### src/rtl/priv_pkg.sv
package priv_pkg;
    typedef enum logic [0:0] {
        ST_THREAD  = 1'b0,
        ST_HANDLER = 1'b1
    } exec_mode_t;

    localparam int unsigned NUM_SYS_RGN = 3;
endpackage

### src/rtl/mode_fsm.sv
module mode_fsm
    import priv_pkg::*;
(
    input  logic       clk,
    input  logic       rst_n,
    input  logic       exc_enter_i,
    input  logic       exc_return_i,
    input  logic       svc_req_i,
    output exec_mode_t state_o
);
    exec_mode_t state_q, state_d;

    // state register
    always_ff @(posedge clk or negedge rst_n) begin
        if (!rst_n) state_q <= ST_THREAD;
        else        state_q <= state_d;
    end

    // next state: entry and supervisor call win over return
    always_comb begin
        state_d = state_q;
        unique case (state_q)
            ST_THREAD: begin
                if (exc_enter_i || svc_req_i) state_d = ST_HANDLER;      // take_exception
            end
            ST_HANDLER: begin
                if (exc_enter_i || svc_req_i) state_d = ST_HANDLER;      // nest
                else if (exc_return_i)        state_d = ST_THREAD;       // exc_done
            end
            default: state_d = ST_THREAD;
        endcase
    end

    assign state_o = state_q;
endmodule

### src/rtl/ctl_reg.sv
module ctl_reg (
    input  logic clk,
    input  logic rst_n,
    input  logic wr_i,
    input  logic wbit_i,
    input  logic priv_i,
    output logic unpriv_o,
    output logic ignored_o
);
    logic bit_q, ign_q;

    always_ff @(posedge clk or negedge rst_n) begin
        if (!rst_n) begin
            bit_q <= 1'b0;
            ign_q <= 1'b0;
        end else begin
            ign_q <= wr_i && !priv_i;
            if (wr_i && priv_i) bit_q <= wbit_i;
        end
    end

    assign unpriv_o  = bit_q;
    assign ignored_o = ign_q;
endmodule

### src/rtl/region_guard.sv
module region_guard #(
    parameter int unsigned ADDR_W = 32,
    parameter int unsigned NRGN   = 3,
    parameter logic [ADDR_W-1:0] RGN_LO [NRGN] = '{default: '0},
    parameter logic [ADDR_W-1:0] RGN_HI [NRGN] = '{default: '0}
) (
    input  logic [ADDR_W-1:0] addr_i,
    output logic              hit_o
);
    logic [NRGN-1:0] hit_vec;

    for (genvar g = 0; g < NRGN; g++) begin : g_rgn
        assign hit_vec[g] = (addr_i >= RGN_LO[g]) && (addr_i <= RGN_HI[g]);
    end

    assign hit_o = |hit_vec;
endmodule

### src/rtl/exec_priv_ctrl.sv
module exec_priv_ctrl
    import priv_pkg::*;
#(
    parameter int unsigned ADDR_W = 32,
    parameter int unsigned DATA_W = 32,
    parameter logic [ADDR_W-1:0] SYS_LO [NUM_SYS_RGN] = '{32'hE000_E010, 32'hE000_E100, 32'hE000_ED00},
    parameter logic [ADDR_W-1:0] SYS_HI [NUM_SYS_RGN] = '{32'hE000_E01F, 32'hE000_E4EF, 32'hE000_ED8F}
) (
    input  logic              clk,
    input  logic              rst_n,
    input  logic              exc_enter_i,
    input  logic              exc_return_i,
    input  logic              svc_req_i,
    input  logic              ctl_wr_i,
    input  logic [DATA_W-1:0] ctl_wdata_i,
    output logic [DATA_W-1:0] ctl_rd_data_o,
    input  logic              acc_req_i,
    input  logic [ADDR_W-1:0] acc_addr_i,
    input  logic [DATA_W-1:0] acc_rdata_i,
    output logic              acc_grant_o,
    output logic [DATA_W-1:0] acc_rdata_o,
    output logic              mode_o,
    output logic              priv_o,
    output logic              wr_ignored_o,
    output logic              acc_fault_o
);
    exec_mode_t state;
    logic       unpriv_bit;
    logic       priv_eff;
    logic       sys_hit;
    logic       refuse;
    logic       fault_q;

    mode_fsm u_fsm (
        .clk         (clk),
        .rst_n       (rst_n),
        .exc_enter_i (exc_enter_i),
        .exc_return_i(exc_return_i),
        .svc_req_i   (svc_req_i),
        .state_o     (state)
    );

    ctl_reg u_ctl (
        .clk      (clk),
        .rst_n    (rst_n),
        .wr_i     (ctl_wr_i),
        .wbit_i   (ctl_wdata_i[0]),
        .priv_i   (priv_eff),
        .unpriv_o (unpriv_bit),
        .ignored_o(wr_ignored_o)
    );

    region_guard #(
        .ADDR_W(ADDR_W),
        .NRGN  (NUM_SYS_RGN),
        .RGN_LO(SYS_LO),
        .RGN_HI(SYS_HI)
    ) u_guard (
        .addr_i(acc_addr_i),
        .hit_o (sys_hit)
    );

    // output process: privilege, access gating, read value
    always_comb begin
        unique case (state)
            ST_HANDLER: priv_eff = 1'b1;
            ST_THREAD:  priv_eff = !unpriv_bit;
            default:    priv_eff = 1'b1;
        endcase
        refuse        = acc_req_i && sys_hit && !priv_eff;
        acc_grant_o   = acc_req_i && !refuse;
        acc_rdata_o   = refuse ? '0 : acc_rdata_i;
        ctl_rd_data_o = {{(DATA_W-1){1'b0}}, unpriv_bit};
    end

    always_ff @(posedge clk or negedge rst_n) begin
        if (!rst_n) fault_q <= 1'b0;
        else        fault_q <= refuse;
    end

    assign mode_o      = (state == ST_HANDLER);
    assign priv_o      = priv_eff;
    assign acc_fault_o = fault_q;
endmodule

### config.mk
export PLATFORM = sky130hd
export DESIGN_NAME = exec_priv_ctrl
export DESIGN_NICKNAME = d
export VERILOG_FILES = /design/src/rtl/priv_pkg.sv /design/src/rtl/mode_fsm.sv /design/src/rtl/ctl_reg.sv /design/src/rtl/region_guard.sv /design/src/rtl/exec_priv_ctrl.sv
export SDC_FILE = /design/constraint.sdc
export NUM_CORES = 1
export LEC_CHECK = 0
export BUFFER_PORTS_ARGS = -buffer_cell sky130_fd_sc_hd__buf_4
export CAP_MARGIN = 20
export CORE_AREA = 2 2 67 69
export DETAILED_ROUTE_END_ITERATION = 16
export DIE_AREA = 0 0 69 71
export PLACE_DENSITY_LB_ADDON = 0.15
export SYNTH_ARGS = -nofsm -noshare
export SYNTH_HDL_FRONTEND = slang
export SYNTH_SLANG_ARGS = --single-unit
### constraint.sdc
create_clock -name clk -period 6.04 [get_ports clk]
set_clock_uncertainty 0.15 [all_clocks]
set_input_delay 0.906 -clock clk [delete_from_list [all_inputs] [get_ports clk]]
set_output_delay 0.906 -clock clk [all_outputs]
set_load 0.01 [all_outputs]
==> results.sh, run 1 <==
export IMPL_post_cts_setup_repair_bufs=0
export IMPL_floorplan_die_area_um2=4900
export IMPL_finalPower_mw=0.170
export IMPL_count_of_hold_buffers_inserted_by_post_cts_repair=0
export IMPL_antenna_violations_before_repair=0
export IMPL_insertion_delay_ns=0.21
export IMPL_portBuffers=105
export IMPL_hold_violations=0
export IMPL_wirelength_mm=2.43
export IMPL_gp_congestion=0.698
export IMPL_track_usage_pct=8.97
export IMPL_outcome="completed"
export IMPL_drt_pass_1_iters=4
export IMPL_worst_endpoint_arrival_ns=3.07
export IMPL_initialDrtViolationCount=10
export IMPL_power_density_nw_per_um2=107
export IMPL_syn_area_um2=847
export IMPL_crit_buf_inv=3
export IMPL_yosysTopAreaCellShare_pct=30.0
export IMPL_starting_density_of_the_core_pct=20.1
export IMPL_critical_path_max_stage_delay_ns=0.52
export IMPL_yosys_area_share_adder_pct=0
export IMPL_post_cts_resized=0
export IMPL_kind_of_cell_adding_the_most_delay_to_the_critical_path="simple AND/OR/NAND/NOR gates"
export IMPL_pre_cts_ws_ns=1.89
export IMPL_most_common_library_cell_in_the_layout_ignoring_fill_and_taps="buf_4"
export IMPL_slew_viol_final=0
export IMPL_remaining_drc_errors=0
export IMPL_timing_worst_slew_pin_value_ns=0.529
export IMPL_synth_yosys_seq_area_share_pct=11.8
export IMPL_tritoncts_num_buffers=3
export IMPL_synthToLayoutAreaGrowth_pct=87.4
export IMPL_dp_final_hpwl_mm=2.10
export IMPL_layout_setup_ws_ns=1.92
export IMPL_vdd_ir_drop_max_v=0.0000999
export IMPL_routed_via_count=950
export IMPL_floorplan_row_count=24
export IMPL_period_minus_slack_ns=4.12
export IMPL_post_synth_num_cell_types=26
export IMPL_ys_ff_latch=4
export IMPL_timing_reg2reg_worst_path_depth=4
export IMPL_grt_remaining_overflow=0
export IMPL_count_of_final_setup_violators=0
export IMPL_max_clock_path_buffers=2
export IMPL_critical_path_cell_chain="buf_4 > or4b_1 > or4b_4 > a2111oi_4 > buf_4 > nor2b_1 > buf_4"
export IMPL_postLayoutCellArea_um2=1590
export IMPL_grt_max_degree=35
export IMPL_tritoncts_num_sinks=4
export IMPL_synth_yosys_warnings=0
export IMPL_grt_busiest_layer="met2"
export IMPL_cts_reportedPaths_clkPinSlew_ns=0.03
export IMPL_post_synth_main_area_contributors="nor2b_2, buf_4, dfrtp_1"
export IMPL_via_count_of_the_first_global_routing_pass=850
export IMPL_core_region_area_um2=4200
export IMPL_timing_critical_path_depth=7
export IMPL_die_height_um=71
export IMPL_drive_above_1_share_pct=69.7
export IMPL_crit_top_cell="buf_4"
export IMPL_timing_critical_path_to_type="primary output"
export IMPL_netlist_top_cell_by_area="nor2b_2"
export IMPL_cp_required_ns=4.98
export IMPL_synth_simple_area_share_pct=45.1
export IMPL_cap_viol_max_count=0
export IMPL_p_leak_nw=0.864
export IMPL_final_nets=306
export IMPL_clock_fmax_ghz=0.243
export IMPL_hold_class="in2async"
export IMPL_most_common_layout_cells="buf_4, conb_1, nor2b_2"
export IMPL_setup_tns_final_ns=0
export IMPL_grt_first_pass_wirelength_mm=3.70
export IMPL_synth_cells=97
export IMPL_worst_setup_path_start_kind="input port"
export IMPL_drt_antenna_violating_nets=0
export IMPL_yosys_area_share_xor_xnor_pct=1.03
export IMPL_synth_compound_area_share_pct=8.42
export IMPL_root_buffer="clkbuf_8"
export IMPL_yosys_mux_area_fraction_pct=0
export IMPL_boundaryPins=172
export IMPL_finalCritPeriodShare_pct=68.3
export IMPL_globalRouteMet2Util_pct=14.5
export IMPL_globalRouteMet1Util_pct=11.4
export IMPL_rsz0062_at_grt="false"
export IMPL_highest_delay_cell_along_the_critical_path="or4b_1"
export IMPL_route_detailed_vias_per_inst=3.75
export IMPL_cts_htree_levels=1
export IMPL_routed_wl_per_cell_um=9.60
export IMPL_timing_slew_headroom_pct=64.3
export IMPL_chipWidth_um=69
export IMPL_gr_usage_met3_pct=3.85
export IMPL_cts_tree="done"
export IMPL_main_combinational_cell_family_by_area_after_synthesis="simple AND/OR/NAND/NOR gates"
export IMPL_worstSetupPathType="in2out"
export IMPL_placedInstanceArea_um2=1550
export IMPL_n_antenna_cell=0
export IMPL_syn_avg_cell_area_um2=8.73
export IMPL_cp_max_fo=34
## cells by family (layout without fill, tap and decap cells)
kind of cell,after synthesis,count (layout)
AO/OA/AOI/OAI,7,7
buffers and inverters,37,111
flip-flops,4,4
XOR/XNOR,1,1
other,1,31
AND/OR/NAND/NOR,47,47
## Yosys cell counts (all sizes together)
cell type   n
or4b        2
o21ai       1
nor4        1
o211ai      1
inv         2
a21oi       1
and3        1
conb        1
o2111ai     1
a22o        1
buf        35
a2111oi     1
dfrtp       4
nand2       2
nor2b      33
nor4bb      2
o41ai       1
nor2        1
nand4       1
nor4b       1
xnor2       1
nand2b      2
nor3b       1
## area by class of cell
class,count,area (um2)
well taps,52,65.1
repair buffers,106,796
fillers,460,2620
flip-flops and latches,4,100
inverters,2,7.51
multi-input cells,86,578
clock buffers,3,41.3
## layer usage
metal,wire length (um),vias to the layer above
li1,-,462
met1,932,397
met2,1130,89
met3,367,2
met4,4,0
met5,0,-
## final timing paths
check | startpoint | end | slack [ns]
max | acc_addr_i[21] | acc_rdata_o[31] | 1.92
min | rst_n | u_ctl.ignored_o | 0.33
max reg2reg | u_fsm.state_o | acc_fault_o | 3.85
min reg2reg | u_ctl.unpriv_o | u_ctl.unpriv_o | 0.40
max in group asynchronous | rst_n | u_fsm.state_o | 5.31
min in group clk | u_ctl.unpriv_o | u_ctl.unpriv_o | 0.40
## power breakdown
group | total (mW) | internal (mW) | switching (mW)
logic | 0.0852 | 0.0532 | 0.0320
registers | 0.0292 | 0.0281 | 0.00110
clock network | 0.0557 | 0.0424 | 0.0133
total | 0.170 | 0.124 | 0.0464
## metrics by stage
| stage | util, % | cells | hold slack, ns |
|---|---|---|---|
| after floorplan | - | 127 | 0.353 |
| final | 37.8 | 253 | 0.329 |
| after global routing | 37.8 | 253 | 0.322 |
| after global placement | 36.8 | 250 | 0.391 |
| after detailed placement | 36.8 | 250 | 0.398 |
| after CTS | 37.8 | 253 | 0.325 |
## state kept, by name, summed over array words and instances, names as in the netlist
signal,cells
u_fsm.state_o,1
u_ctl.ignored_o,1
u_ctl.unpriv_o,1
acc_fault_o,1
(Power assumes the default switching activity.)
==> run 2: changes to the inputs <==
Settings changed: ABC_AREA from default to 1.
Clock period 6.04 ns to 3.9 ns, I/O delays scaled along.
==> run 2 against run 1 <==
Against the previous run: global-route usage is 1.1 points higher; non-clock buffer count is 1 lower; final cell count is 28% higher; largest power group unchanged; sequential share of layout area is 0.24 points lower.
==> results.sh, run 2 <==
export IMPL_wirelength_mm=2.59
export IMPL_insertion_delay_ns=0.21
export IMPL_drive_above_1_share_pct=48.5
export IMPL_cts_tree="done"
export IMPL_finalCritPeriodShare_pct=66.7
export IMPL_synth_simple_area_share_pct=37.7
export IMPL_count_of_hold_buffers_inserted_by_post_cts_repair=0
export IMPL_routed_wl_per_cell_um=7.99
export IMPL_root_buffer="clkbuf_8"
export IMPL_most_common_library_cell_in_the_layout_ignoring_fill_and_taps="buf_4"
export IMPL_post_cts_resized=0
export IMPL_via_count_of_the_first_global_routing_pass=981
export IMPL_portBuffers=105
export IMPL_final_core_utilization_pct=39.3
export IMPL_synth_cells=169
export IMPL_post_synth_num_cell_types=15
export IMPL_drt_antenna_violating_nets=0
export IMPL_max_clock_path_buffers=2
export IMPL_tritoncts_num_sinks=4
export IMPL_nFillCells=482
export IMPL_r2r_slack_ns=2.36
export IMPL_final_nets=377
export IMPL_cap_viol_max_count=0
export IMPL_syn_area_um2=918
export IMPL_post_cts_setup_repair_bufs=0
export IMPL_route_detailed_vias_per_inst=3.38
export IMPL_yosys_mux_area_fraction_pct=0
export IMPL_post_synth_most_frequent_cells="nand2_1, inv_1, buf_4"
export IMPL_cts_reportedPaths_clkPinSlew_ns=0.03
export IMPL_layout_setup_ws_ns=1.30
export IMPL_die_height_um=71
export IMPL_hold_class="in2async"
export IMPL_syn_avg_cell_area_um2=5.43
export IMPL_period_minus_slack_ns=2.60
export IMPL_synthToLayoutAreaGrowth_pct=79.8
export IMPL_synth_compound_area_share_pct=1.09
export IMPL_dominantRegCellSynth="dfrtp_1"
export IMPL_initialDrtViolationCount=36
export IMPL_floorplan_die_area_um2=4900
export IMPL_chipWidth_um=69
export IMPL_drt_pass_1_iters=4
export IMPL_slew_viol_final=0
export IMPL_n_antenna_cell=0
export IMPL_tritoncts_num_buffers=3
export IMPL_rsz0062_at_grt="false"
export IMPL_hold_violations=0
export IMPL_floorplan_row_count=24
export IMPL_clock_fmax_ghz=0.384
export IMPL_pre_cts_ws_ns=1.28
export IMPL_cp_required_ns=3.16
export IMPL_worstSetupPathType="in2out"
export IMPL_synth_yosys_warnings=0
export IMPL_yosysTopAreaCellShare_pct=26.2
export IMPL_core_region_area_um2=4200
export IMPL_gp_congestion=0.750
export IMPL_yosys_area_share_xor_xnor_pct=0
export IMPL_grt_remaining_overflow=0
export IMPL_vdd_ir_drop_max_v=0.0000694
export IMPL_routed_via_count=1095
export IMPL_synth_yosys_seq_area_share_pct=10.9
export IMPL_netlist_top_cell_by_area="buf_4"
export IMPL_remaining_drc_errors=0
export IMPL_ys_ff_latch=4
export IMPL_main_combinational_cell_family_by_area_after_synthesis="buffers and inverters"
export IMPL_synthMostInstantiatedCell="nand2_1"
export IMPL_asyncSetResetFlopFracSynth_pct=100
export IMPL_hold_slack_ns=0.0100
export IMPL_setup_tns_final_ns=0
export IMPL_count_of_final_setup_violators=0
export IMPL_antenna_violations_before_repair=0
export IMPL_dp_final_hpwl_mm=2.23
export IMPL_cts_htree_levels=1
export IMPL_most_common_layout_cells="buf_4, nand2_1, inv_1"
export IMPL_p_leak_nw=1.15
export IMPL_outcome="completed"
export IMPL_grt_first_pass_wirelength_mm=4.16
export IMPL_synth_edff_count=0
export IMPL_post_synth_main_area_contributors="buf_4, nand2_1, inv_1"
export IMPL_yosys_area_share_adder_pct=0
export IMPL_starting_density_of_the_core_pct=21.8
export IMPL_boundaryPins=172
export IMPL_worst_endpoint_arrival_ns=1.87
export IMPL_power_density_nw_per_um2=163
export IMPL_worst_setup_path_start_kind="input port"
export IMPL_finalPower_mw=0.269
export IMPL_track_usage_pct=10.1
export IMPL_cp_max_fo=34
export IMPL_timing_critical_path_to_type="primary output"
export IMPL_grt_max_degree=35
## run 2: cell types whose count changed after synthesis, sizes merged, moves of 17 or more
cell	change
nand2	+55
inv	+47
nor2	+17
nor2b	-33
## run 2: per-layer routing
metal  vias up  routed length (um)  global-route usage [%]
li1        602                   -                       -
met5         -                   0                       0
met2        58                1410                    19.1
met4         0                  17                    3.92
met1       433                 916                    11.0
met3         2                 245                    1.99
## run 2: path summary, 6_finish.rpt
kind | from | end | cells after the start
setup / recovery | acc_addr_i[11] | acc_rdata_o[2] | 8
hold / removal | rst_n | u_fsm.state_o | 1
setup reg to reg | u_fsm.state_o | acc_fault_o | 7
hold reg to reg | u_ctl.unpriv_o | u_ctl.unpriv_o | 2
max in group asynchronous | rst_n | acc_fault_o | 1
min in group clk | u_ctl.unpriv_o | u_ctl.unpriv_o | 2
## run 2: where the power goes
part / internal [mW] / total [mW] / switching [mW]
Sequential: 0.0436 / 0.0448 / 0.00119
Combinational: 0.0783 / 0.138 / 0.0602
Clock: 0.0657 / 0.0855 / 0.0199
Total: 0.188 / 0.269 / 0.0812
## run 2: critical path, cell delays in order
cell and delay [ns]:
buf_4 0.11, nor3_1 0.24, nand2_1 0.08, nand3_1 0.13, nand3_4 0.35, nand2_1 0.17
inv_1 0.06, buf_4 0.14
## run 2: area by class of cell
class	instances	area, um2	share of cell area (%)
repair buffers	105	788	47.7
inverters	49	184	11.1
well taps	52	65.1	3.94
multi-input cells	111	473	28.6
clock buffers	3	41.3	2.50
flip-flops and latches	4	100	6.06
## run 2: cells by family after synthesis
group	Yosys count
compound gates	2
buf+inv	84
flops	4
other cells	1
simple gates	78
## run 2: metrics by stage
step / cells / cell area (um2)
after global routing: 324 / 1650
after global placement: 321 / 1610
after CTS: 324 / 1650
after floorplan: 199 / 1030
after detailed placement: 321 / 1610
final: 324 / 1650
==> run 3: changes to the inputs <==
Settings changed: ABC_AREA 1 to 0.
Clock period 3.9 ns to 2.7 ns, I/O delays scaled along.
==> run 3 against run 2 <==
Against the previous run: via count shrank 12%; largest power group unchanged; sequential power increased by 46%; global-route usage is 0.86 points lower; critical path depth is 1 lower; utilization shrank 0.80 points; the run now ends with setup timing left; non-clock buffer count up 2; critical endpoint is now acc_rdata_o[11].
==> results.sh, run 3 (synthesis results as in run 1) <==
export IMPL_outcome="finished with violations"
export IMPL_failed_checks="setup timing"
export IMPL_drt_pass_1_iters=2
export IMPL_routed_wl_per_cell_um=9.82
export IMPL_hold_class="in2reg"
export IMPL_cp_required_ns=2.14
export IMPL_track_usage_pct=9.24
export IMPL_remaining_drc_errors=0
export IMPL_power_density_nw_per_um2=236
export IMPL_placedInstanceArea_um2=1560
export IMPL_placed_insts=250
export IMPL_cap_viol_max_count=0
export IMPL_cts_reportedPaths_clkPinSlew_ns=0.03
export IMPL_hold_violations=0
export IMPL_final_core_utilization_pct=38.5
export IMPL_core_region_area_um2=4200
export IMPL_n_antenna_cell=0
export IMPL_synthToLayoutAreaGrowth_pct=91.0
export IMPL_tritoncts_num_sinks=4
export IMPL_timing_worst_slew_pin_value_ns=0.510
export IMPL_gp_congestion=0.665
export IMPL_dp_final_hpwl_mm=2.19
export IMPL_slew_viol_final=0
export IMPL_nFillCells=458
export IMPL_initialDrtViolationCount=2
export IMPL_route_detailed_vias_per_inst=3.80
export IMPL_vdd_ir_drop_max_v=0.000275
export IMPL_max_clock_path_buffers=2
export IMPL_drt_antenna_violating_nets=0
export IMPL_postLayoutCellArea_um2=1620
export IMPL_worstSetupPathType="in2out"
export IMPL_finalCritPeriodShare_pct=106
export IMPL_routed_via_count=966
export IMPL_clock_fmax_ghz=0.350
export IMPL_floorplan_die_area_um2=4900
export IMPL_cts_tree="done"
export IMPL_final_nets=307
export IMPL_period_minus_slack_ns=2.86
export IMPL_min_delay_start="exc_return_i"
export IMPL_grt_first_pass_wirelength_mm=3.81
export IMPL_boundaryPins=172
export IMPL_worst_setup_path_startpoint="acc_addr_i[21]"
export IMPL_most_common_library_cell_in_the_layout_ignoring_fill_and_taps="buf_4"
export IMPL_antenna_violations_before_repair=0
export IMPL_tritoncts_num_buffers=3
export IMPL_floorplan_row_count=24
export IMPL_timing_slew_headroom_pct=65.6
export IMPL_wirelength_mm=2.50
export IMPL_timing_critical_path_to_type="primary output"
export IMPL_cts_htree_levels=1
export IMPL_worst_setup_path_start_kind="input port"
export IMPL_portBuffers=105
export IMPL_cp_max_fo=34
export IMPL_count_of_final_setup_violators=33
export IMPL_p_leak_nw=0.873
export IMPL_worst_endpoint_arrival_ns=2.30
export IMPL_starting_density_of_the_core_pct=20.1
export IMPL_drive_above_1_share_pct=69.3
export IMPL_root_buffer="clkbuf_8"
export IMPL_via_count_of_the_first_global_routing_pass=882
export IMPL_rsz0062_at_grt="true"
export IMPL_most_common_layout_cells="buf_4, conb_1, nor2b_2"
export IMPL_layout_setup_ws_ns=-0.156
export IMPL_critical_path_reg2reg_startpoint="u_fsm.state_o"
export IMPL_insertion_delay_ns=0.21
export IMPL_die_height_um=71
export IMPL_chipWidth_um=69
export IMPL_finish_cell_count_without_fillers=254
export IMPL_grt_remaining_overflow=0
export IMPL_grt_max_degree=35
-- run 3: changes by cell type in the layout (fill, tap and decap cells not counted), sizes merged, moves of 2 or more --
| cell | delta |
|---|---|
| or4b | +2 |
| inv | -47 |
| nor2 | -17 |
| nand2b | +2 |
| nand3 | -2 |
| nor2b | +33 |
| nand2 | -55 |
| nor4bb | +2 |
-- run 3: final timing paths --
| path | endpoint | slack, ns | cells after the start |
|---|---|---|---|
| worst max-delay path | acc_rdata_o[11] | -0.16 | 7 |
| worst max register to register | acc_fault_o | 0.79 | 4 |
| max in group asynchronous | u_fsm.state_o | 1.92 | 2 |
| worst min-delay path | u_fsm.state_o | 0.22 | 2 |
| worst min register to register | u_ctl.unpriv_o | 0.40 | 1 |
| min in group asynchronous | u_ctl.ignored_o | 0.38 | 2 |
-- run 3: per-stage QoR --
step           setup slack [ns]  hold WS (ns)  power, mW  setup TNS, ns
2_1_floorplan            0.0656       -0.0406      0.172              0
3_3_place_gp             -0.192        0.0521      0.258          -5.72
3_5_place_dp             -0.183        0.0545      0.258          -5.54
4_1_cts                  -0.169         0.220      0.388          -4.95
5_1_grt                  -0.251         0.240      0.407          -7.23
6_report                 -0.156         0.223      0.382          -4.26
-- run 3: power breakdown --
part	total (mW)	leakage, nW	internal [mW]	switching, mW
clock network	0.123	0.0216	0.0948	0.0286
registers	0.0653	0.0495	0.0630	0.00237
logic	0.193	0.802	0.121	0.0723
total	0.382	0.873	0.279	0.103
-- run 3: area by class of cell --
type | count | area [um2] | share of cell area, %
clock buffer | 3 | 41.3 | 2.55
inverter | 2 | 7.51 | 0.464
multi-input combinational | 86 | 578 | 35.7
sequential | 4 | 100 | 6.19
tap | 52 | 65.1 | 4.02
timing repair buffer | 107 | 826 | 51.0
-- run 3: worst max-delay path, cell delays in order --
cell and delay, ns:
buf_6 0.09, or4b_1 0.52, or4b_4 0.52, a2111oi_4 0.26, buf_12 0.26, nor2b_1 0.08, buf_4 0.14
-- run 3: per-layer routing --
layer  track usage [%]  wire [um]  part of all wire, %
met5                 0          0                    0
met4             0.654          0                    0
met3              3.99        403                   16
met2              16.8       1190                   48
met1              10.5        898                   36
-- run 3: repair_timing --
action                                 CTS  global route
setup endpoints to repair               33            33
buffers inserted                         0             0
hold buffers                             1             0
endpoints found under the hold margin    4             0
resized for setup                        2             0
